<file path="config.mk">
export PLATFORM = sky130hd
export DESIGN_NAME = dp_collide_arb
export DESIGN_NICKNAME = d
export VERILOG_FILES = /design/src/rtl/dp_collide_arb.sv
export SDC_FILE = /design/constraint.sdc
export NUM_CORES = 1
export LEC_CHECK = 0
export BUFFER_PORTS_ARGS = -buffer_cell sky130_fd_sc_hd__buf_2
export CORE_AREA = 2 2 39 41
export CTS_BUF_LIST = sky130_fd_sc_hd__clkbuf_4 sky130_fd_sc_hd__clkbuf_8 sky130_fd_sc_hd__clkbuf_16
export DETAILED_ROUTE_END_ITERATION = 10
export DIE_AREA = 0 0 41 43
export MAX_ROUTING_LAYER = met4
export PLACE_DENSITY = 0.64
export SLEW_MARGIN = 25
export SYNTH_ARGS = -nofsm -noshare
export SYNTH_HDL_FRONTEND = slang
export SYNTH_SLANG_ARGS = --single-unit
export TNS_END_PERCENT = 1
</file>
<file path="constraint.sdc">
create_clock -name clk -period 3.7 [get_ports clk]
set_clock_uncertainty 0.15 [all_clocks]
set_input_delay 0.74 -clock clk [delete_from_list [all_inputs] [get_ports clk]]
set_output_delay 0.74 -clock clk [all_outputs]
set_load 0.02 [all_outputs]
</file>
<file path="src/rtl/dp_collide_arb.sv">
module dp_collide_arb #(
  parameter int AW   = 14,
  parameter int PRIO = 2
) (
  input  logic          clk,
  input  logic          rst_n,
  input  logic          l_cs,
  input  logic          l_we,
  input  logic [AW-1:0] l_addr,
  input  logic          r_cs,
  input  logic          r_we,
  input  logic [AW-1:0] r_addr,
  output logic          l_busy_n,
  output logic          r_busy_n,
  output logic          l_we_ram,
  output logic          r_we_ram,
  output logic          collide_any
);
  localparam int P_LEFT  = 0;
  localparam int P_RIGHT = 1;
  localparam int P_ALT   = 2;

  logic clash;
  logic right_turn;

  assign clash = l_cs & r_cs & (l_addr == r_addr);

  generate
    if (PRIO == P_ALT) begin : g_alt
      always_ff @(posedge clk) begin
        if (!rst_n)     right_turn <= 1'b0;
        else if (clash) right_turn <= ~right_turn;
      end
    end else if (PRIO == P_RIGHT) begin : g_right
      assign right_turn = 1'b1;
    end else begin : g_left
      assign right_turn = 1'b0;
    end
  endgenerate

  assign l_busy_n    = ~(clash & right_turn);
  assign r_busy_n    = ~(clash & ~right_turn);
  assign l_we_ram    = l_cs & l_we & l_busy_n;
  assign r_we_ram    = r_cs & r_we & r_busy_n;
  assign collide_any = ~l_busy_n | ~r_busy_n;


  one_loser_chk: assert property (@(posedge clk) disable iff (!rst_n)
    $countones({~l_busy_n, ~r_busy_n}) <= 1);


  desel_l_chk: assert property (@(posedge clk) disable iff (!rst_n)
    !l_cs |-> l_busy_n);
  desel_r_chk: assert property (@(posedge clk) disable iff (!rst_n)
    !r_cs |-> r_busy_n);


  gate_l_chk: assert property (@(posedge clk) disable iff (!rst_n)
    !l_busy_n |-> !l_we_ram);
  gate_r_chk: assert property (@(posedge clk) disable iff (!rst_n)
    !r_busy_n |-> !r_we_ram);


  apart_chk: assert property (@(posedge clk) disable iff (!rst_n)
    (l_cs && r_cs && l_addr != r_addr) |-> (l_busy_n && r_busy_n && !collide_any));

  generate
    if (PRIO == P_ALT) begin : g_alt_chk

      swap_to_r_chk: assert property (@(posedge clk) disable iff (!rst_n)
        (collide_any && !r_busy_n) |=> (!collide_any || !l_busy_n));
      swap_to_l_chk: assert property (@(posedge clk) disable iff (!rst_n)
        (collide_any && !l_busy_n) |=> (!collide_any || !r_busy_n));
    end else if (PRIO == P_RIGHT) begin : g_right_chk

      right_wins_chk: assert property (@(posedge clk) disable iff (!rst_n)
        r_busy_n);
    end else begin : g_left_chk

      left_wins_chk: assert property (@(posedge clk) disable iff (!rst_n)
        l_busy_n);
    end
  endgenerate
endmodule

</file>
==> results.json, run 1 <==
{
  "post_cts_buffers": 0,
  "synth_fa_ha_area_frac": 0,
  "die_w_um": 41,
  "clock_latency_ns": 0,
  "yosysMostFrequentCell": "xnor2_1",
  "largest_register_ffs": 1,
  "ys_warn_count": 0,
  "crit_path_max_fanout": 5,
  "drc": 0,
  "diodes": 0,
  "crit_arrival_ns": 2.21,
  "largestRegisters": "right_turn x1",
  "synth_xor_area_frac": 0.434,
  "synthTopCellsByArea": "xnor2_1 34%, nand2_1 9.3%, xor2_1 9.3%",
  "synth_top_cell_by_area": "xnor2_1",
  "first_iter_violations": 8,
  "dpl-instance-area_um2": 493,
  "pre_cts_ws_ns": 0.614,
  "wl_um": 809,
  "route.vias.total": 378,
  "clk_pin_slew_ns": 0,
  "ys.flop_type": "dfxtp_1",
  "maxSlewHeadroom": 0.790,
  "drv_slew": 0,
  "netlist_instances": 36,
  "synth-simple-area-share": 0.412,
  "antenna_left": 0,
  "peakVddDrop_v": 0.0000456,
  "synthArstFlopShare": 0,
  "synth_edf_count": 0,
  "rows": 14,
  "wl_per_cell_um": 8.99,
  "synthDistinctLibCells": 15,
  "cap_violations": 0,
  "grt_pass1_vias": 387,
  "crit_required_ns": 2.81,
  "synth_mux_area_frac": 0.0354,
  "core_area_um2": 1380,
  "overflow": 0,
  "syn_area_um2": 283,
  "grt_pass1_wl_mm": 1.25,
  "synthToLayoutAreaGrowth_pct": 74.3,
  "antenna_found_initial": 0,
  "grt_use_total": 0.0954,
  "gp_congestion": 0.613,
  "nNetsFinal": 110,
  "critPathKind": "primary input to primary output",
  "cts_resized": 0,
  "synth_top_area_share": 0.341,
  "seqCellArea_um2": 20.0,
  "tightest_slew_ns": 0.312,
  "crit_path_start_kind": "primary input",
  "fmax_mhz": 323,
  "setup_ws_ns": 0.600,
  "leakage_nw": 0.233,
  "yosys-top-cells-count": "11 x xnor2_1, 7 x nand2_1, 3 x nand4_1, 3 x xor2_1, 2 x a21oi_1",
  "status": "finished clean",
  "nFillCells": 160,
  "min_period_ns": 3.10,
  "synth_seq_cells": 1,
  "dr.pass1.iters": 4,
  "io_pins": 39,
  "instances_no_fill": 90,
  "whs_ns": 0.345,
  "hold_viol_final": 0,
  "tns_ns": 0,
  "finish.utilization": 0.356,
  "initial_core_util": 0.204,
  "grt_max_degree": 6,
  "yosysSeqAreaShare": 0.0708,
  "regMostFlops": "right_turn",
  "cts_hold_buf": 0,
  "place_inst": 90,
  "synth-compound-area-share": 0.0354,
  "min_path_type": "register to register",
  "multi_input_area_um2": 259,
  "period_share": 0.838,
  "viasPerCell": 4.20,
  "dieArea_um2": 1760,
  "power_density_nw_per_um2": 117,
  "p_total_mw": 0.0579,
  "place.port_buffers": 38,
  "syn_nets": 70,
  "end_kind": "primary output",
  "setup_viol": 0,
  "rsz0062_at_grt": "false",
  "finalInstanceArea_um2": 493,
  "fp.dieH_um": 43,
  "avgSynthCellArea_um2": 7.85,
  "synth_top_family_by_area": "XOR/XNOR gates",
  "final_layout_size_suffix_gt1_frac": 0.541
}
==> cell usage in the layout, fill, tap and decap left out <==
cell type	Yosys	final
a21oi_1	2	2
buf_2	0	38
dfxtp_1	1	1
inv_1	1	1
mux2i_1	1	1
nand2_1	7	7
nand3_1	1	1
nand3b_1	1	1
nand4_1	3	3
nand4b_1	1	1
nand4bb_1	1	1
nor4_1	1	1
nor4_4	1	1
or4_4	1	1
xnor2_1	11	11
xor2_1	3	3
==> cells by family after synthesis <==
kind of cell / after synthesis
AND/OR/NAND/NOR: 17
XOR/XNOR: 14
AO/OA/AOI/OAI: 2
multiplexers: 1
flip-flops: 1
buffers and inverters: 1
==> path summary, 6_finish.rpt <==
check | start | end | slack [ns] | cells past startpoint
worst min-delay path | right_turn$_SDFFE_PN0N_ | right_turn$_SDFFE_PN0N_ | 0.34 | 2
worst max register to register | right_turn$_SDFFE_PN0N_ | right_turn$_SDFFE_PN0N_ | 2.85 | 3
worst max-delay path | r_addr[8] | l_we_ram | 0.60 | 6
worst min register to register | right_turn$_SDFFE_PN0N_ | right_turn$_SDFFE_PN0N_ | 0.34 | 2
==> layout make-up <==
| class | instances | share of cell area |
|---|---|---|
| Tap cell | 16 | 0.0406 |
| Multi-Input combinational cell | 34 | 0.525 |
| Inverter | 1 | 0.00761 |
| Sequential cell | 1 | 0.0406 |
| Timing Repair Buffer | 38 | 0.386 |
==> worst max-delay path, cell delays in order <==
cell     delay, ns
buf_2         0.10
xor2_1        0.16
or4_4         0.55
nor4_4        0.38
a21oi_1       0.12
buf_2         0.17
==> per-layer routing <==
metal / share of wire / track usage / up-vias
li1: - / - / 204
met1: 0.38 / 0.0860 / 152
met2: 0.52 / 0.197 / 20
met3: 0.090 / 0.00524 / 2
met4: 0.0087 / 0.0133 / 0
met5: 0 / - / -
==> where the power goes <==
group          switching [mW]  internal (mW)  total [mW]
Combinational          0.0209         0.0260      0.0469
Sequential        0.000000571         0.0110      0.0110
Clock                       0              0           0
Note: power is estimated with default switching activity, not from simulation.
==> run 2: changes to the inputs <==
- ABC_AREA: default -> 1
- PLACE_DENSITY: 0.64 -> 0.75
- clock period: 3.7 -> 3.2 ns (I/O delays scaled with it)
==> run 2 against run 1 <==
  * Sequential share of layout area decreased by 0.87 points
  * Wire length is 11% higher
  * Synthesized cell count grew to 2.6 times the previous value
  * Largest power group unchanged
==> results.json, run 2 <==
{
  "synthTopCellsByArea": "nand2_1 38%, inv_1 25%, nor2_4 5.4%",
  "dieArea_um2": 1760,
  "comb_power_share": 0.820,
  "grt_use_total": 0.102,
  "drc": 0,
  "clk_pin_slew_ns": 0,
  "tns_ns": 0,
  "p_seq_frac": 0.180,
  "tightest_slew_ns": 0.225,
  "swShare": 0.421,
  "maxSlewHeadroom": 0.849,
  "critPathMaxStageDelay_ns": 0.30,
  "synth_seq_cells": 1,
  "diodes": 0,
  "netlist_instances": 92,
  "leakage_nw": 0.470,
  "largestRegisters": "right_turn x1",
  "io_pins": 39,
  "crit_required_ns": 2.41,
  "layout_common_cells": "42 x nand2_1, 38 x buf_2, 28 x inv_1",
  "synthArstFlopShare": 0,
  "wl_um": 898,
  "synthToLayoutAreaGrowth_pct": 50.5,
  "synth_top_area_share": 0.378,
  "p_sw_mw": 0.0298,
  "synth_top_cell_by_area": "nand2_1",
  "fmax_mhz": 427,
  "overflow": 0,
  "ys_warn_count": 0,
  "end_kind": "primary output",
  "cts_resized": 0,
  "gp_congestion": 0.608,
  "yosysMostFrequentCell": "nand2_1",
  "wl_per_cell_um": 6.15,
  "drv_slew": 0,
  "antenna_found_initial": 0,
  "crit_path_max_fanout": 2,
  "cp_cell_sequence": "buf_2 -> xnor2_1 -> nand3_1 -> nor4_1 -> buf_2",
  "viasPerCell": 3.97,
  "syn_area_um2": 417,
  "core_area_um2": 1380,
  "yosysSeqAreaShare": 0.0480,
  "grt_pass1_vias": 440,
  "cts_hold_buf": 0,
  "slowest_stage": "nor4_1",
  "p_int_mw": 0.0410,
  "path_common_cell": "buf_2",
  "rr_worst_depth": 3,
  "critPathKind": "primary input to primary output",
  "final_common_cell": "nand2_1",
  "final_layout_size_suffix_gt1_frac": 0.377,
  "syn_nets": 126,
  "hold_viol_final": 0,
  "power_density_nw_per_um2": 113,
  "nNetsFinal": 166,
  "clock_latency_ns": 0,
  "crit_arrival_ns": 1.55,
  "dr.pass1.iters": 3,
  "post_cts_buffers": 0,
  "avgSynthCellArea_um2": 4.53,
  "ys.flop_type": "dfxtp_1",
  "synth_edf_count": 0,
  "fp.dieH_um": 43,
  "hold_depth": 2,
  "rows": 14,
  "die_w_um": 41,
  "grt_pass1_wl_mm": 1.35,
  "setup_viol": 0,
  "initial_core_util": 0.301,
  "period_share": 0.732,
  "status": "finished clean",
  "cap_violations": 0,
  "whs_ns": 0.372,
  "instances_no_fill": 146,
  "place_inst": 146,
  "grt_max_degree": 4,
  "rsz0062_at_grt": "false",
  "largest_register_ffs": 1,
  "yosys-top-cells-count": "42 x nand2_1, 28 x inv_1, 5 x nor2_1, 3 x nand2_2, 3 x nor2_2",
  "crit_path_start_kind": "primary input",
  "first_iter_violations": 8,
  "min_path_type": "register to register",
  "regMostFlops": "right_turn",
  "min_period_ns": 2.34,
  "clkPwrFrac": 0,
  "route.vias.total": 580,
  "dp_hpwl_um": 880,
  "synthDistinctLibCells": 15,
  "antenna_left": 0,
  "place.port_buffers": 38,
  "peakVddDrop_v": 0.0000384
}
[run 2: cell count changes in the layout (fill, tap and decap cells not counted), sizes merged, moves of 3 or more]
cell	delta
nand2	+38
inv	+28
nor2	+10
xnor2	-10
nand4	-3
xor2	-3
[run 2: routing by layer]
layer	GRT usage	wire (um)	part of all wire	up-vias
li1	-	-	-	331
met4	0	0	0	0
met5	-	0	0	-
met3	0.00524	86	0.096	0
met2	0.209	439	0.49	22
met1	0.102	372	0.41	227
[run 2: kinds of logic after synthesis]
logic type,count (synthesis),share of synthesized area
AND/OR/NAND/NOR,59,0.646
buffers and inverters,29,0.261
AO/OA/AOI/OAI,2,0.0240
XOR/XNOR,1,0.0210
flip-flops,1,0.0480
[run 2: worst paths after layout]
path	from	endpoint	slack, ns
worst min register to register	right_turn$_SDFFE_PN0N_	right_turn$_SDFFE_PN0N_	0.37
worst max register to register	right_turn$_SDFFE_PN0N_	right_turn$_SDFFE_PN0N_	2.41
worst max-delay path	r_addr[2]	collide_any	0.86
worst min-delay path	right_turn$_SDFFE_PN0N_	right_turn$_SDFFE_PN0N_	0.37
[run 2: final cells by class]
| class | instances | area (um^2) |
|---|---|---|
| multi-input cells | 62 | 288 |
| repair buffers | 38 | 190 |
| well taps | 16 | 20.0 |
| inverters | 29 | 109 |
| flip-flops and latches | 1 | 20.0 |
| fillers | 157 | 757 |
[run 2: worst max-delay path, delay by kind of cell]
kind          cells  cell delay (ns)
xor+xnor          1             0.15
buf+inv           2             0.31
simple gates      2             0.45
[run 2: power groups by stage]
| stage | clock network, mW | logic, mW | registers [mW] |
|---|---|---|---|
| final | 0 | 0.0581 | 0.0127 |
| after global routing | 0 | 0.0675 | 0.0127 |
| after CTS | 0 | 0.0593 | 0.0127 |
| after detailed placement | 0 | 0.0590 | 0.0127 |
| after global placement | 0 | 0.0578 | 0.0127 |
| after floorplan | 0 | 0.0314 | 0.0127 |
[run 2: metrics by stage]
stage	area [um^2]	power (mW)	utilization	worst slack [ns]
6_report	627	0.0708	0.453	0.857
5_1_grt	627	0.0802	0.453	0.714
4_1_cts	627	0.0720	0.453	0.841
3_5_place_dp	627	0.0717	0.453	0.853
3_3_place_gp	627	0.0705	0.453	0.867
2_1_floorplan	417	0.0441	-	0.756
